**src/rtl/i2c_as_pkg.sv**
```systemverilog
// Package: shared types and constants for the I2C slave address recognizer.
// Assumes nothing beyond IEEE 1800-2017.
package i2c_as_pkg;

    // Sequencer states of the slave front end.
    typedef enum logic [2:0] {
        S_IDLE = 3'd0,   // waiting for a start condition
        S_ADDR = 3'd1,   // collecting the first byte
        S_ACK  = 3'd2,   // matched: pulling SDA through the ninth clock
        S_NACK = 3'd3,   // no match: letting the ninth clock pass
        S_HOLD = 3'd4,   // interrupt raised, SCL stretched until release
        S_DONE = 3'd5    // released; waiting for stop or new start
    } slv_state_t;

    // Configuration command that reinitialises to slave receiver.
    localparam logic [1:0] CMD_INIT = 2'b10;

endpackage

```
**src/rtl/i2c_as_sync.sv**
```systemverilog
// Module: multi-flop synchroniser for one asynchronous bus line.
// Assumes the line idles high, so the chain resets to 1.
module i2c_as_sync #(
    parameter int STAGES = 2
) (
    input  logic clk,
    input  logic rst_n,
    input  logic d_in,
    output logic q_out
);
    logic [STAGES-1:0] chain;

    // Shift the raw input through the flop chain.
    always_ff @(posedge clk) begin
        if (!rst_n) chain <= '1;
        else        chain <= {chain[STAGES-2:0], d_in};
    end

    assign q_out = chain[STAGES-1];
endmodule

```
**src/rtl/i2c_as_cond.sv**
```systemverilog
// Module: bus condition detector. Produces one-cycle SCL edge strobes and
// start/stop strobes from already synchronised SCL and SDA.
// Assumes both inputs come from synchronisers of equal depth.
module i2c_as_cond (
    input  logic clk,
    input  logic rst_n,
    input  logic scl_s,
    input  logic sda_s,
    output logic scl_rise,
    output logic scl_fall,
    output logic start_det,
    output logic stop_det
);
    logic scl_d;
    logic sda_d;

    // Keep the previous sample of each line for edge detection.
    always_ff @(posedge clk) begin
        if (!rst_n) begin
            scl_d <= 1'b1;
            sda_d <= 1'b1;
        end else begin
            scl_d <= scl_s;
            sda_d <= sda_s;
        end
    end

    assign scl_rise  = scl_s & ~scl_d;
    assign scl_fall  = ~scl_s & scl_d;
    // SCL must be high in both samples so simultaneous edges are not taken.
    assign start_det = sda_d & ~sda_s & scl_s & scl_d;
    assign stop_det  = ~sda_d & sda_s & scl_s & scl_d;
endmodule

```
**src/rtl/i2c_as_shift.sv**
```systemverilog
// Module: first-byte shift register with bit counter, MSB first.
// Assumes shift_en pulses once per SCL rising edge during capture.
module i2c_as_shift #(
    parameter int BITS = 8
) (
    input  logic            clk,
    input  logic            rst_n,
    input  logic            clear,
    input  logic            shift_en,
    input  logic            bit_in,
    output logic [BITS-1:0] rx_byte,
    output logic            full
);
    localparam int CNT_W = $clog2(BITS + 1);

    logic [CNT_W-1:0] cnt;

    // Collect bits and count them; clear restarts the byte.
    always_ff @(posedge clk) begin
        if (!rst_n || clear) begin
            rx_byte <= '0;
            cnt     <= '0;
        end else if (shift_en && !full) begin
            rx_byte <= {rx_byte[BITS-2:0], bit_in};
            cnt     <= cnt + 1'b1;
        end
    end

    assign full = (cnt == CNT_W'(BITS));

    // the counter never passes the byte length.
    a_r3_cnt_bounded: assert property (@(posedge clk) disable iff (!rst_n)
        cnt <= CNT_W'(BITS));
endmodule

```
**src/rtl/i2c_as_match.sv**
```systemverilog
// Module: address comparator. Flags an own-address hit and a general call.
// Assumes rx_byte holds address in the upper bits and direction in bit 0.
module i2c_as_match #(
    parameter int ADDR_W = 7
) (
    input  logic [ADDR_W:0]   rx_byte,
    input  logic [ADDR_W-1:0] own_addr,
    input  logic              alt_mode,
    output logic              own_hit,
    output logic              gc_hit
);
    // Compare only in normal address mode.
    always_comb begin
        own_hit = !alt_mode && (rx_byte[ADDR_W:1] == own_addr);
        gc_hit  = !alt_mode && (rx_byte == '0);
    end
endmodule

```
**src/rtl/i2c_addr_slave.sv**
```systemverilog
// Module: I2C slave address recognizer (top). Synchronises the bus lines,
// captures the first byte after each start, acknowledges its own address or
// the general call, interrupts on the ninth SCL falling edge and stretches
// SCL until software releases the pending flag.
// Assumes the enables drive external open-drain pads.
module i2c_addr_slave
    import i2c_as_pkg::*;
#(
    parameter int ADDR_W      = 7,
    parameter int SYNC_STAGES = 2
) (
    input  logic              clk,
    input  logic              rst_n,
    input  logic              scl_in,
    input  logic              sda_in,
    input  logic              cfg_we,
    input  logic [1:0]        cfg_cmd,
    input  logic [ADDR_W-1:0] cfg_own,
    input  logic              cfg_alt,
    input  logic              pend_release,
    output logic              sda_pull,
    output logic              scl_hold,
    output logic              irq,
    output logic              st_busy,
    output logic              st_trx,
    output logic              st_pend,
    output logic              st_gcall
);
    localparam int BYTE_W = ADDR_W + 1;

    logic scl_s, sda_s;
    logic scl_rise, scl_fall, start_det, stop_det;
    logic [BYTE_W-1:0] rx_byte;
    logic byte_full, own_hit, gc_hit;
    logic [ADDR_W-1:0] own_q;
    logic alt_q, gc_pend, ninth_hi;
    logic init_cmd;
    slv_state_t state;

    i2c_as_sync #(.STAGES(SYNC_STAGES)) u_sync_scl (
        .clk(clk), .rst_n(rst_n), .d_in(scl_in), .q_out(scl_s));
    i2c_as_sync #(.STAGES(SYNC_STAGES)) u_sync_sda (
        .clk(clk), .rst_n(rst_n), .d_in(sda_in), .q_out(sda_s));

    i2c_as_cond u_cond (
        .clk(clk), .rst_n(rst_n), .scl_s(scl_s), .sda_s(sda_s),
        .scl_rise(scl_rise), .scl_fall(scl_fall),
        .start_det(start_det), .stop_det(stop_det));

    assign init_cmd = cfg_we && (cfg_cmd == CMD_INIT);

    i2c_as_shift #(.BITS(BYTE_W)) u_shift (
        .clk(clk), .rst_n(rst_n),
        .clear(start_det || init_cmd),
        .shift_en((state == S_ADDR) && scl_rise),
        .bit_in(sda_s), .rx_byte(rx_byte), .full(byte_full));

    i2c_as_match #(.ADDR_W(ADDR_W)) u_match (
        .rx_byte(rx_byte), .own_addr(own_q), .alt_mode(alt_q),
        .own_hit(own_hit), .gc_hit(gc_hit));

    // Configuration registers: own address and address-mode bit.
    always_ff @(posedge clk) begin
        if (!rst_n) begin
            own_q <= '0;
            alt_q <= 1'b0;
        end else if (cfg_we) begin
            own_q <= cfg_own;
            alt_q <= cfg_alt;
        end
    end

    // Slave sequencer with status and interrupt generation.
    always_ff @(posedge clk) begin
        if (!rst_n) begin
            state    <= S_IDLE;
            st_busy  <= 1'b0;
            st_pend  <= 1'b1;
            st_trx   <= 1'b0;
            st_gcall <= 1'b0;
            gc_pend  <= 1'b0;
            ninth_hi <= 1'b0;
            irq      <= 1'b0;
        end else begin
            irq <= 1'b0;
            if (init_cmd) begin
                state    <= S_IDLE;
                st_busy  <= 1'b0;
                st_pend  <= 1'b1;
                st_trx   <= 1'b0;
                st_gcall <= 1'b0;
                ninth_hi <= 1'b0;
            end else if (start_det) begin
                state    <= S_ADDR;
                st_busy  <= 1'b1;
                ninth_hi <= 1'b0;
            end else if (stop_det) begin
                state   <= S_IDLE;
                st_busy <= 1'b0;
            end else begin
                if (pend_release) st_pend <= 1'b1;
                case (state)
                    S_ADDR: begin
                        if (byte_full && scl_fall) begin
                            ninth_hi <= 1'b0;
                            gc_pend  <= gc_hit;
                            state    <= (own_hit || gc_hit) ? S_ACK : S_NACK;
                        end
                    end
                    S_ACK: begin
                        if (scl_rise) begin
                            ninth_hi <= 1'b1;
                        end else if (scl_fall && ninth_hi) begin
                            state    <= S_HOLD;
                            irq      <= 1'b1;
                            st_pend  <= 1'b0;
                            st_trx   <= rx_byte[0];
                            st_gcall <= gc_pend;
                        end
                    end
                    S_NACK: begin
                        if (scl_rise) begin
                            ninth_hi <= 1'b1;
                        end else if (scl_fall && ninth_hi) begin
                            state <= S_IDLE;
                        end
                    end
                    S_HOLD: begin
                        if (pend_release) state <= S_DONE;
                    end
                    default: ;
                endcase
            end
        end
    end

    assign sda_pull = (state == S_ACK);
    assign scl_hold = ~st_pend;

    // busy only rises after a detected start.
    a_r2_busy_from_start: assert property (@(posedge clk) disable iff (!rst_n)
        $rose(st_busy) |-> $past(start_det));
    // SDA is only pulled during a busy bus.
    a_r3_pull_needs_busy: assert property (@(posedge clk) disable iff (!rst_n)
        sda_pull |-> st_busy);
    // an interrupt leaves the flag cleared and SCL held.
    a_r5_irq_clears_pend: assert property (@(posedge clk) disable iff (!rst_n)
        irq |-> (!st_pend && scl_hold));
    // an interrupt is only raised out of the acknowledge state.
    a_r7_irq_after_ack: assert property (@(posedge clk) disable iff (!rst_n)
        irq |-> $past(state == S_ACK));
    // release during the hold restores the pending flag.
    a_r6_release_restores: assert property (@(posedge clk) disable iff (!rst_n)
        (pend_release && state == S_HOLD && !start_det) |=> st_pend);
endmodule

```
**config.mk**
```make
export PLATFORM = sky130hd
export DESIGN_NAME = i2c_addr_slave
export DESIGN_NICKNAME = d
export VERILOG_FILES = /design/src/rtl/i2c_as_pkg.sv /design/src/rtl/i2c_as_sync.sv /design/src/rtl/i2c_as_cond.sv /design/src/rtl/i2c_as_shift.sv /design/src/rtl/i2c_as_match.sv /design/src/rtl/i2c_addr_slave.sv
export SDC_FILE = /design/constraint.sdc
export NUM_CORES = 1
export LEC_CHECK = 0
export BUFFER_PORTS_ARGS = -buffer_cell sky130_fd_sc_hd__buf_4
export CORE_ASPECT_RATIO = 0.8
export CORE_MARGIN = 10
export CORE_UTILIZATION = 49
export DETAILED_ROUTE_END_ITERATION = 7
export HOLD_SLACK_MARGIN = 0.08
export PLACE_DENSITY_LB_ADDON = 0.08
export RECOVER_POWER = 50
export SLEW_MARGIN = 20
export SYNTH_ARGS = -nofsm -noshare
export SYNTH_HDL_FRONTEND = slang
export SYNTH_SLANG_ARGS = --single-unit
```
**constraint.sdc**
```tcl
create_clock -name clk -period 1.4 [get_ports clk]
set_input_delay 0.21 -clock clk [delete_from_list [all_inputs] [get_ports clk]]
set_output_delay 0.21 -clock clk [all_outputs]
set_load 0.03 [all_outputs]
```
# Word-level counts from Yosys, hierarchy flattened
# Cells that the tools add are included.
[totals]
ff_bits = 36
input_bits = 16
output_inout_bits = 7
elab_cells = 106
[op_classes]
addsub = 1
eq_ne = 20
n_mux = 20
bitwise_logic = 19
reduce_logical = 29
[op_table]
columns = ["cell", "count"]
rows = [
  ["$mux W3", 6],
  ["$reduce_and A7 Y1", 2],
  ["$mux W1", 12],
  ["$ne A4 B4 Y1 const B", 3],
  ["$pmux W3 S4", 1],
  ["$not A1 Y1", 11],
  ["$reduce_and A5 Y1", 2],
  ["$and A1 B1 Y1", 8],
  ["$logic_not A8 Y1", 1],
  ["$ne A2 B2 Y1 const B", 4],
  ["$eq A7 B7 Y1", 1],
  ["$logic_and A1 B1 Y1", 7],
  ["$eq A3 B2 Y1 const B", 2],
  ["$ne A2 B1 Y1 const B", 3],
  ["$reduce_bool A6 Y1", 1],
  ["$reduce_or A6 Y1", 1],
  ["$add A4 B1 Y4 const B", 1],
  ["$eq A4 B4 Y1 const B", 1],
  ["$ne A4 B1 Y1 const B", 1],
  ["$ne A4 B2 Y1 const B", 1],
  ["$ne A4 B3 Y1 const B", 1],
  ["$reduce_and A4 Y1", 1],
  ["$reduce_bool A2 Y1", 2],
  ["$reduce_bool A4 Y1", 1],
  ["other kinds (10)", 15],
]

# Logic depth before layout (Yosys ltp)
# Gate-level depths: netlist of the first run.
[logic_depth]
depth_word = 8
ltp_mapped = 7
mapped_depth_nobuf = 6

# Hierarchy
# Synthesis of the first run repeated with hierarchy kept, for this count alone.
[hier_totals]
hier_cells = 167
hier_area_um2 = 1626.6
[by_module_without_submodules]
columns = ["module", "n_inst", "cells_each", "area_per_inst_um2"]
rows = [
  ["i2c_addr_slave", 1, 84, 819.5],
  ["i2c_as_shift", 1, 53, 506.7],
  ["i2c_as_match", 1, 14, 110.1],
  ["i2c_as_sync", 2, 4, 52.6],
  ["i2c_as_cond", 1, 8, 85.1],
]

# Worst setup path after synthesis of the first run
# OpenSTA, ideal clock, no wires.
[synth_timing]
kind = "register -> register"
start = "register u_shift.rx_byte[2]"
end = "register state[0]"
setup_ps = 146
t_arrival_ps = 1264
required_time_ps = 1254
setup_slack_ps = -10
stages_incl_launch_ff = 5
path_buffers = 0
synth_period_minus_slack_ps = 1410
path_cell_list = "dfxtp_1 > or4_4 > nor4_4 > a211o_1 > a311oi_1"
[synth_via]
elab_chain_cells = 8
elab_cells_between_ends = 10
[synth_rtl]
columns = ["item", "line_no", "rtl"]
rows = [
  ["start, declared", "i2c_as_shift.sv:11", "output logic [BITS-1:0] rx_byte,"],
  ["start signal, assigned", "i2c_as_shift.sv:24", "rx_byte <= {rx_byte[BITS-2:0], bit_in};"],
  ["$eq A7 B7 Y1 or $logic_not A8 Y1 (tied branches)", "i2c_as_match.sv:14, i2c_as_match.sv:15", ""],
  ["$logic_and A1 B1 Y1, on equally long branches", "i2c_as_match.sv:14, i2c_as_match.sv:15", ""],
  ["$logic_or A1 B1 Y1 (*)", "i2c_addr_slave.sv:107", "state <= (own_hit || gc_hit) ? S_ACK : S_NACK;"],
  ["$mux W1 (*)", "i2c_addr_slave.sv:107", ""],
  ["$mux W3 (*)", "i2c_addr_slave.sv:104", "if (byte_full && scl_fall) begin"],
  ["$pmux W3 S4 (*)", "i2c_addr_slave.sv:102", "case (state)"],
  ["$mux W1 (*)", "i2c_addr_slave.sv:97", "end else if (stop_det) begin"],
  ["$mux W1 (*)", "i2c_addr_slave.sv:93", "end else if (start_det) begin"],
  ["end signal, assigned", "i2c_addr_slave.sv:107", ""],
  ["end, declared", "i2c_addr_slave.sv:38", "slv_state_t state;"],
]
# Every way passes the cells marked *; elsewhere a longest branch is shown, timed or not. The select of a mux whose other input is x is not followed.
# A chain may end at the register's enable or synchronous reset.

# Worst setup path after layout of the first run
[layout_timing]
start = "register state[1]"
end = "output sda_pull"
[layout_via]
elab_chain_cells = 1
[layout_rtl]
columns = ["item", "line_no", "rtl"]
rows = [
  ["$eq A3 B2 Y1", "i2c_addr_slave.sv:137", "assign sda_pull = (state == S_ACK);"],
  ["end, declared", "i2c_addr_slave.sv:21", "output logic sda_pull,"],
]
# No other way between the ends.

==> flow_summary.ini, run 1 <==
[status]
status = complete, no violations

[worst_setup_path]
cp_top_family = flip-flops
crit_type = register to primary output
cp-end-kind = primary output
crit_fanout = 4
timing.rr.start = u_shift.rx_byte[2]$_SDFFE_PP0P_
required_ns = 1.19
worstPathCellList = nor2b_4 -> nor2b_2 -> buf_4
arrival_ns = 1.13
path_buf_inv = 1
slowest_stage = dfxtp_2
cp-startpoint = state[1]$_SDFFE_PP0P_
cp-start-kind = register
max_stage_delay_ns = 0.35
reg2reg_slack_ns = 0.06

[die]
die-area_sq_um = 5750
die_h_um = 69.9
core_area_sq_um = 3040
die_w_um = 82.4
placementRows = 18
start_util_pct = 50.1
io_pins = 23

[sta]
worst_slack_ns = 0.0568
period_minus_slack_ns = 1.34
worst_pin_slew_ns = 0.681
setup_violations = 0
finalHoldViolCount = 0
fin_skew_ns = 0.00683
timing.fmax_mhz = 745
slew_headroom_pct = 54.6
fin_crit_sh_pct = 95.9
maxSlewViolCount = 0
fin_hold_ws_ns = 0.101

[routing]
drc_errors = 0
viasPerCell = 5.09
drt-pass1-iter-count = 4
routed_wirelength_um = 3140
ant_nets = 0
drtIter0Drc = 48
wl_per_cell_um = 13.8
vias = 1160

[power]
p_leak_nw = 0.920
clkPwrFrac_pct = 42.6
p_int_mw = 1.66
switching_share_pct = 21.5
combPwrFrac_pct = 6.9
irDropWorstVdd_mv = 0.705
switchingPower_mw = 0.455
power.total_mw = 2.11
pwr-share-seq_pct = 50.4
p_per_area_nw_per_um2 = 1080

[synth]
ys_types = 33
ys_seq_elements = 36
synth_edf_count = 0
async_reset_ff_share_pct = 0
syn_avg_cell_area_sq_um = 10.2
synth_area_sq_um = 1520
synth_warnings = 0
syn-num-nets = 168
yosys_most_used_dff = dfxtp_1
synth_seq_area_share_pct = 47.3
syn_inst = 150

[cts]
cts_tree = built
clock_sinks = 36
path_clk_slew_ns = 0.07
cts_buffers = 5
insertion_delay_ns = 0.29
clk_path_buf_depth = 2
htree_num_levels = 2
cts_root_buffer = clkbuf_8

[global_routing]
grt_pass1_wl_um = 5410
grt_max_degree = 20
grt_pass1_vias = 1189
grt_overflow_total = 0
grtUsageTotal_pct = 12.1
antenna_found_initial = 0

[finish]
n_antenna_cell = 0
final_core_util_pct = 64.3
drive_gt1_share_pct = 27.7
instances_no_fill = 228
fin_nets = 205
syn2layout_area_growth_pct = 28.3

[placement]
io_buffer_count = 22
gp_congestion = 0.770
place_ws_ns = 0.0289
dp.cells = 218
detailed_place_hpwl_um = 2380

[min_path]
min_from = scl_in
min_path_type = input pin to register

[flow_run]
cap_violations = 0
placed cells by master (no fill, tap or decap), types with 3 or more instances in the layout:
cell type,count
nand4_1,4
nand4b_1,3
nand2_1,4
a21oi_1,3
inv_1,3
xor2_1,9
nor2_1,16
buf_4,29
nand3_1,3
clkbuf_8,5
clkbuf_1,6
dfxtp_1,30
mux2i_1,19
nand2b_1,6
nor2b_1,11
dfxtp_2,6
path summary, 6_finish.rpt:
check,endpoint,cells past startpoint
worst max-delay path,sda_pull,3
worst min-delay path,u_sync_scl.chain[0]$_SDFF_PN1_,2
worst max register to register,state[0]$_SDFFE_PP0P_,4
worst min register to register,u_sync_sda.chain[1]$_SDFF_PN1_,1
sequential cells by signal (all words and copies together), names as in the netlist, 2 cells and up:
name and cells:
own_q 7, state 3, u_shift.cnt 4, u_shift.rx_byte 8
u_sync_scl.chain 2, u_sync_sda.chain 2
logic make-up after synthesis:
family | after synthesis | synth area share [%]
fa+ha+maj | 2 | 1.64
simple gates | 63 | 25.0
xor+xnor | 10 | 5.75
compound gates | 10 | 4.68
mux | 20 | 13.1
buf+inv | 9 | 2.46
flops | 36 | 47.3
worst register-to-register path, stage by stage, from the launching register on:
cell and delay, ns:
dfxtp_1 0.31, or4_4 0.54, nor4_4 0.16, a211o_1 0.14, a311oi_1 0.08
cells in the mapped netlist, types with 2 or more instances:
library cell | number | share of area (%)
a21oi_1 | 3 | 0.98
and3b_1 | 2 | 1.1
buf_2 | 3 | 0.98
clkbuf_1 | 2 | 0.49
dfxtp_1 | 36 | 47
ha_1 | 2 | 1.6
inv_1 | 4 | 0.98
mux2i_1 | 20 | 13
nand2_1 | 4 | 0.98
nand2b_1 | 6 | 2.5
nand3_1 | 4 | 1.3
nand3b_1 | 2 | 0.98
nand4_1 | 4 | 1.6
nand4b_1 | 3 | 1.7
nor2_1 | 16 | 3.9
nor2b_1 | 13 | 5.3
nor4_1 | 2 | 0.82
xor2_1 | 9 | 5.2
routing by layer:
layer	up-vias	global-route usage [%]	routed length, um
met1	532	15.9	1550
met3	7	4.60	167
met5	-	0	0
li1	596	-	-
met2	25	16.2	1360
met4	0	6.79	71
power by group through the flow:
stage / clock network (mW) / logic [mW] / registers, mW
2_1_floorplan: 0 / 0.0849 / 1.08
3_3_place_gp: 0 / 0.144 / 1.09
3_5_place_dp: 0 / 0.146 / 1.09
4_1_cts: 0.918 / 0.146 / 1.06
5_1_grt: 0.966 / 0.162 / 1.07
6_report: 0.900 / 0.146 / 1.06
area by class of cell:
class / count / area [sq um]
Clock buffer: 6 / 72.6
Clock inverter: 2 / 35.0
Fill cell: 261 / 1080
Inverter: 4 / 15.0
Multi-Input combinational cell: 105 / 798
Sequential cell: 36 / 728
Tap cell: 40 / 50.0
Timing Repair Buffer: 35 / 256
metrics by stage:
stage                      TNS, ns  cell area [sq um]
final                            0               1960
after detailed placement         0               1810
after CTS                        0               1930
after global routing      -0.00653               1960
after floorplan                  0               1520
after global placement           0               1810
timing repair:
item	CTS	global route
pin swaps	0	3
setup endpoints to repair	1	14
gates resized for setup	2	12
setup buffers	0	2
hold buffers	0	0
(Power assumes the default switching activity.)
==> run 2, diff against run 1 <==
--- a/config.mk
+++ b/config.mk
@@ -6,9 +6,11 @@
 export NUM_CORES = 1
 export LEC_CHECK = 0
 export BUFFER_PORTS_ARGS = -buffer_cell sky130_fd_sc_hd__buf_4
+export CELL_PAD_IN_SITES_DETAIL_PLACEMENT = 0
+export CELL_PAD_IN_SITES_GLOBAL_PLACEMENT = 2
 export CORE_ASPECT_RATIO = 0.8
 export CORE_MARGIN = 10
-export CORE_UTILIZATION = 49
+export CORE_UTILIZATION = 31
 export DETAILED_ROUTE_END_ITERATION = 7
 export HOLD_SLACK_MARGIN = 0.08
 export PLACE_DENSITY_LB_ADDON = 0.08
@@ -16,4 +18,5 @@
 export SLEW_MARGIN = 20
 export SYNTH_ARGS = -nofsm -noshare
 export SYNTH_HDL_FRONTEND = slang
+export SYNTH_HIERARCHICAL = 1
 export SYNTH_SLANG_ARGS = --single-unit
==> flow_summary.ini, run 2 <==
[status]
status = complete, but fails checks
violations = setup timing

[die]
die_h_um = 84.8
die_w_um = 101
io_pins = 23
start_util_pct = 32.3
placementRows = 23
core_area_sq_um = 5040
die-area_sq_um = 8560

[finish]
mostFrequentLayoutCell = buf_4
multi_input_area_sq_um = 1080
regArea_sq_um = 739
syn2layout_area_growth_pct = 46.6
final_cell_mix = 41 x buf_4, 29 x dfxtp_1, 18 x mux2i_1
n_antenna_cell = 0
reg_top3 = u_shift/rx_byte (8), own_q (7), u_shift/cnt (4)
instances_no_fill = 278
fillers = 476
drive_gt1_share_pct = 45.8
fin_nets = 236
largest_register_ffs = 8
top_register = u_shift/rx_byte

[global_routing]
grt_max_degree = 18
grt_pass1_wl_um = 6860
grtUsageTotal_pct = 9.89
grt_overflow_total = 0
grt_pass1_vias = 1395
antenna_found_initial = 0

[routing]
drc_errors = 0
routed_wirelength_um = 4060
wl_per_cell_um = 14.6
drtIter0Drc = 68
vias = 1345
viasPerCell = 4.84
ant_nets = 0
drt-pass1-iter-count = 4

[cts]
htree_num_levels = 2
cts_buffers = 5
cts_tree = built
clk_path_buf_depth = 2
cts_root_buffer = clkbuf_8
clock_sinks = 36
insertion_delay_ns = 0.28
path_clk_slew_ns = 0.07

[synth]
synth_seq_area_share_pct = 44.3
syn-num-nets = 185
async_reset_ff_share_pct = 0
syn_inst = 167
synthTopCellsByArea = dfxtp_1 44%, mux2i_1 11%, nor2b_1 4.6%
yosysMostFrequentCell = dfxtp_1
synth_area_sq_um = 1630
ys_types = 37
syn_avg_cell_area_sq_um = 9.74
synth_top_area_cell = dfxtp_1
synthTopCellsByCount = 36 x dfxtp_1, 18 x mux2i_1, 16 x nand2_1
synth_top_area_share_pct = 44.3
synth_edf_count = 0
ys_seq_elements = 36
yosys_most_used_dff = dfxtp_1
synth_warnings = 6

[worst_setup_path]
cp-end-kind = register
slowest_stage = or3b_4
worstPathCellList = nor2b_4 -> nand3b_4 -> or3b_4 -> a2111oi_4
max_stage_delay_ns = 0.39
crit_fanout = 5
arrival_ns = 1.64
required_ns = 1.59
cp-start-kind = register
crit_type = register to register

[flow_run]
cap_violations = 0

[placement]
dp.cells = 267
detailed_place_hpwl_um = 3000
gp_congestion = 0.771
io_buffer_count = 22

[sta]
fin_crit_sh_pct = 104
finalSetupTns_ns = -0.108
worst_pin_slew_ns = 0.695
setup_violations = 4
fin_skew_ns = 0.0108
period_minus_slack_ns = 1.45
slew_headroom_pct = 53.7
maxSlewViolCount = 0
finalHoldViolCount = 0
worst_slack_ns = -0.0532
fin_hold_ws_ns = 0.110
rsz0062_at_grt = true
timing.fmax_mhz = 688

[power]
p_int_mw = 1.48
irDropWorstVdd_mv = 0.470
p_per_area_nw_per_um2 = 809
switchingPower_mw = 0.453
switching_share_pct = 23.5
clkPwrFrac_pct = 34.1
pwr-share-seq_pct = 55.0
p_leak_nw = 1.07
combPwrFrac_pct = 10.9

[min_path]
min_path_type = input pin to register
[run 2: changes by cell type in the layout (fill, tap and decap cells not counted), sizes merged, moves of 4 or more]
cell,delta
buf,+17
clkbuf,-4
nand2,+13
nand3,+4
nor2,-8
xnor2,+5
xor2,-7
[run 2: routing by layer]
| layer | share of wire [%] | GRT usage, % | vias to the layer above |
|---|---|---|---|
| li1 | - | - | 677 |
| met1 | 48 | 13.2 | 640 |
| met2 | 46 | 14.5 | 26 |
| met3 | 5.5 | 3.19 | 2 |
| met4 | 0.44 | 3.41 | 0 |
| met5 | 0 | 0 | - |
[run 2: cell type report]
class	instances	share of cell area [%]
Multi-Input combinational cell	119	45.3
Inverter	7	1.10
Tap cell	62	3.25
Clock buffer	5	2.89
Timing Repair Buffer	49	16.4
Sequential cell	36	31.0
[run 2: power groups by stage]
stage          combinational (mW)  clock [mW]  sequential (mW)
6_report                    0.210       0.659             1.06
5_1_grt                     0.230       0.740             1.06
3_3_place_gp                0.170           0             1.09
3_5_place_dp                0.172           0             1.09
4_1_cts                     0.186       0.691             1.06
2_1_floorplan              0.0968           0             1.09
[run 2: cells by family after synthesis]
family	after synthesis	synth area share [%]
mux	18	11.1
xor+xnor	8	4.31
simple gates	75	29.1
compound gates	16	6.77
fa+ha+maj	2	1.54
buf+inv	12	2.92
flops	36	44.3
[run 2: timing repair]
item,4_1_cts,5_1_grt
endpoints found under the setup margin,18,19
resized for setup,23,39
gates cloned,0,0
hold buffers,0,0
pin swaps,3,11
setup buffers,3,3
[run 2: path summary, 6_finish.rpt]
check / from / to / slack, ns / depth (start not counted)
max: u_sync_scl/chain[1]$_SDFF_PN1_ / state[2]$_SDFFE_PP0P_ / -0.05 / 4
min: sda_in / u_sync_sda/chain[0]$_SDFF_PN1_ / 0.11 / 2
max reg2reg: u_sync_scl/chain[1]$_SDFF_PN1_ / state[2]$_SDFFE_PP0P_ / -0.05 / 4
min reg2reg: u_sync_scl/chain[0]$_SDFF_PN1_ / u_sync_scl/chain[1]$_SDFF_PN1_ / 0.41 / 1
[run 2: stage by stage]
step                instance area (sq um)  total power, mW  util, %  worst slack [ns]
floorplan                            1650             1.18        -          -0.00935
global placement                     2030             1.26     40.3           -0.0527
detailed placement                   2030             1.26     40.3           -0.0702
CTS                                  2210             1.94     43.8           -0.0257
global route                         2380             2.04     47.4            -0.130
finish                               2380             1.93     47.4           -0.0532
[run 2: critical path: cells and delay by family (launching register included)]
kind,cells,cell delay (ns)
compound gates,1,0.33
flops,1,0.36
simple gates,3,0.67
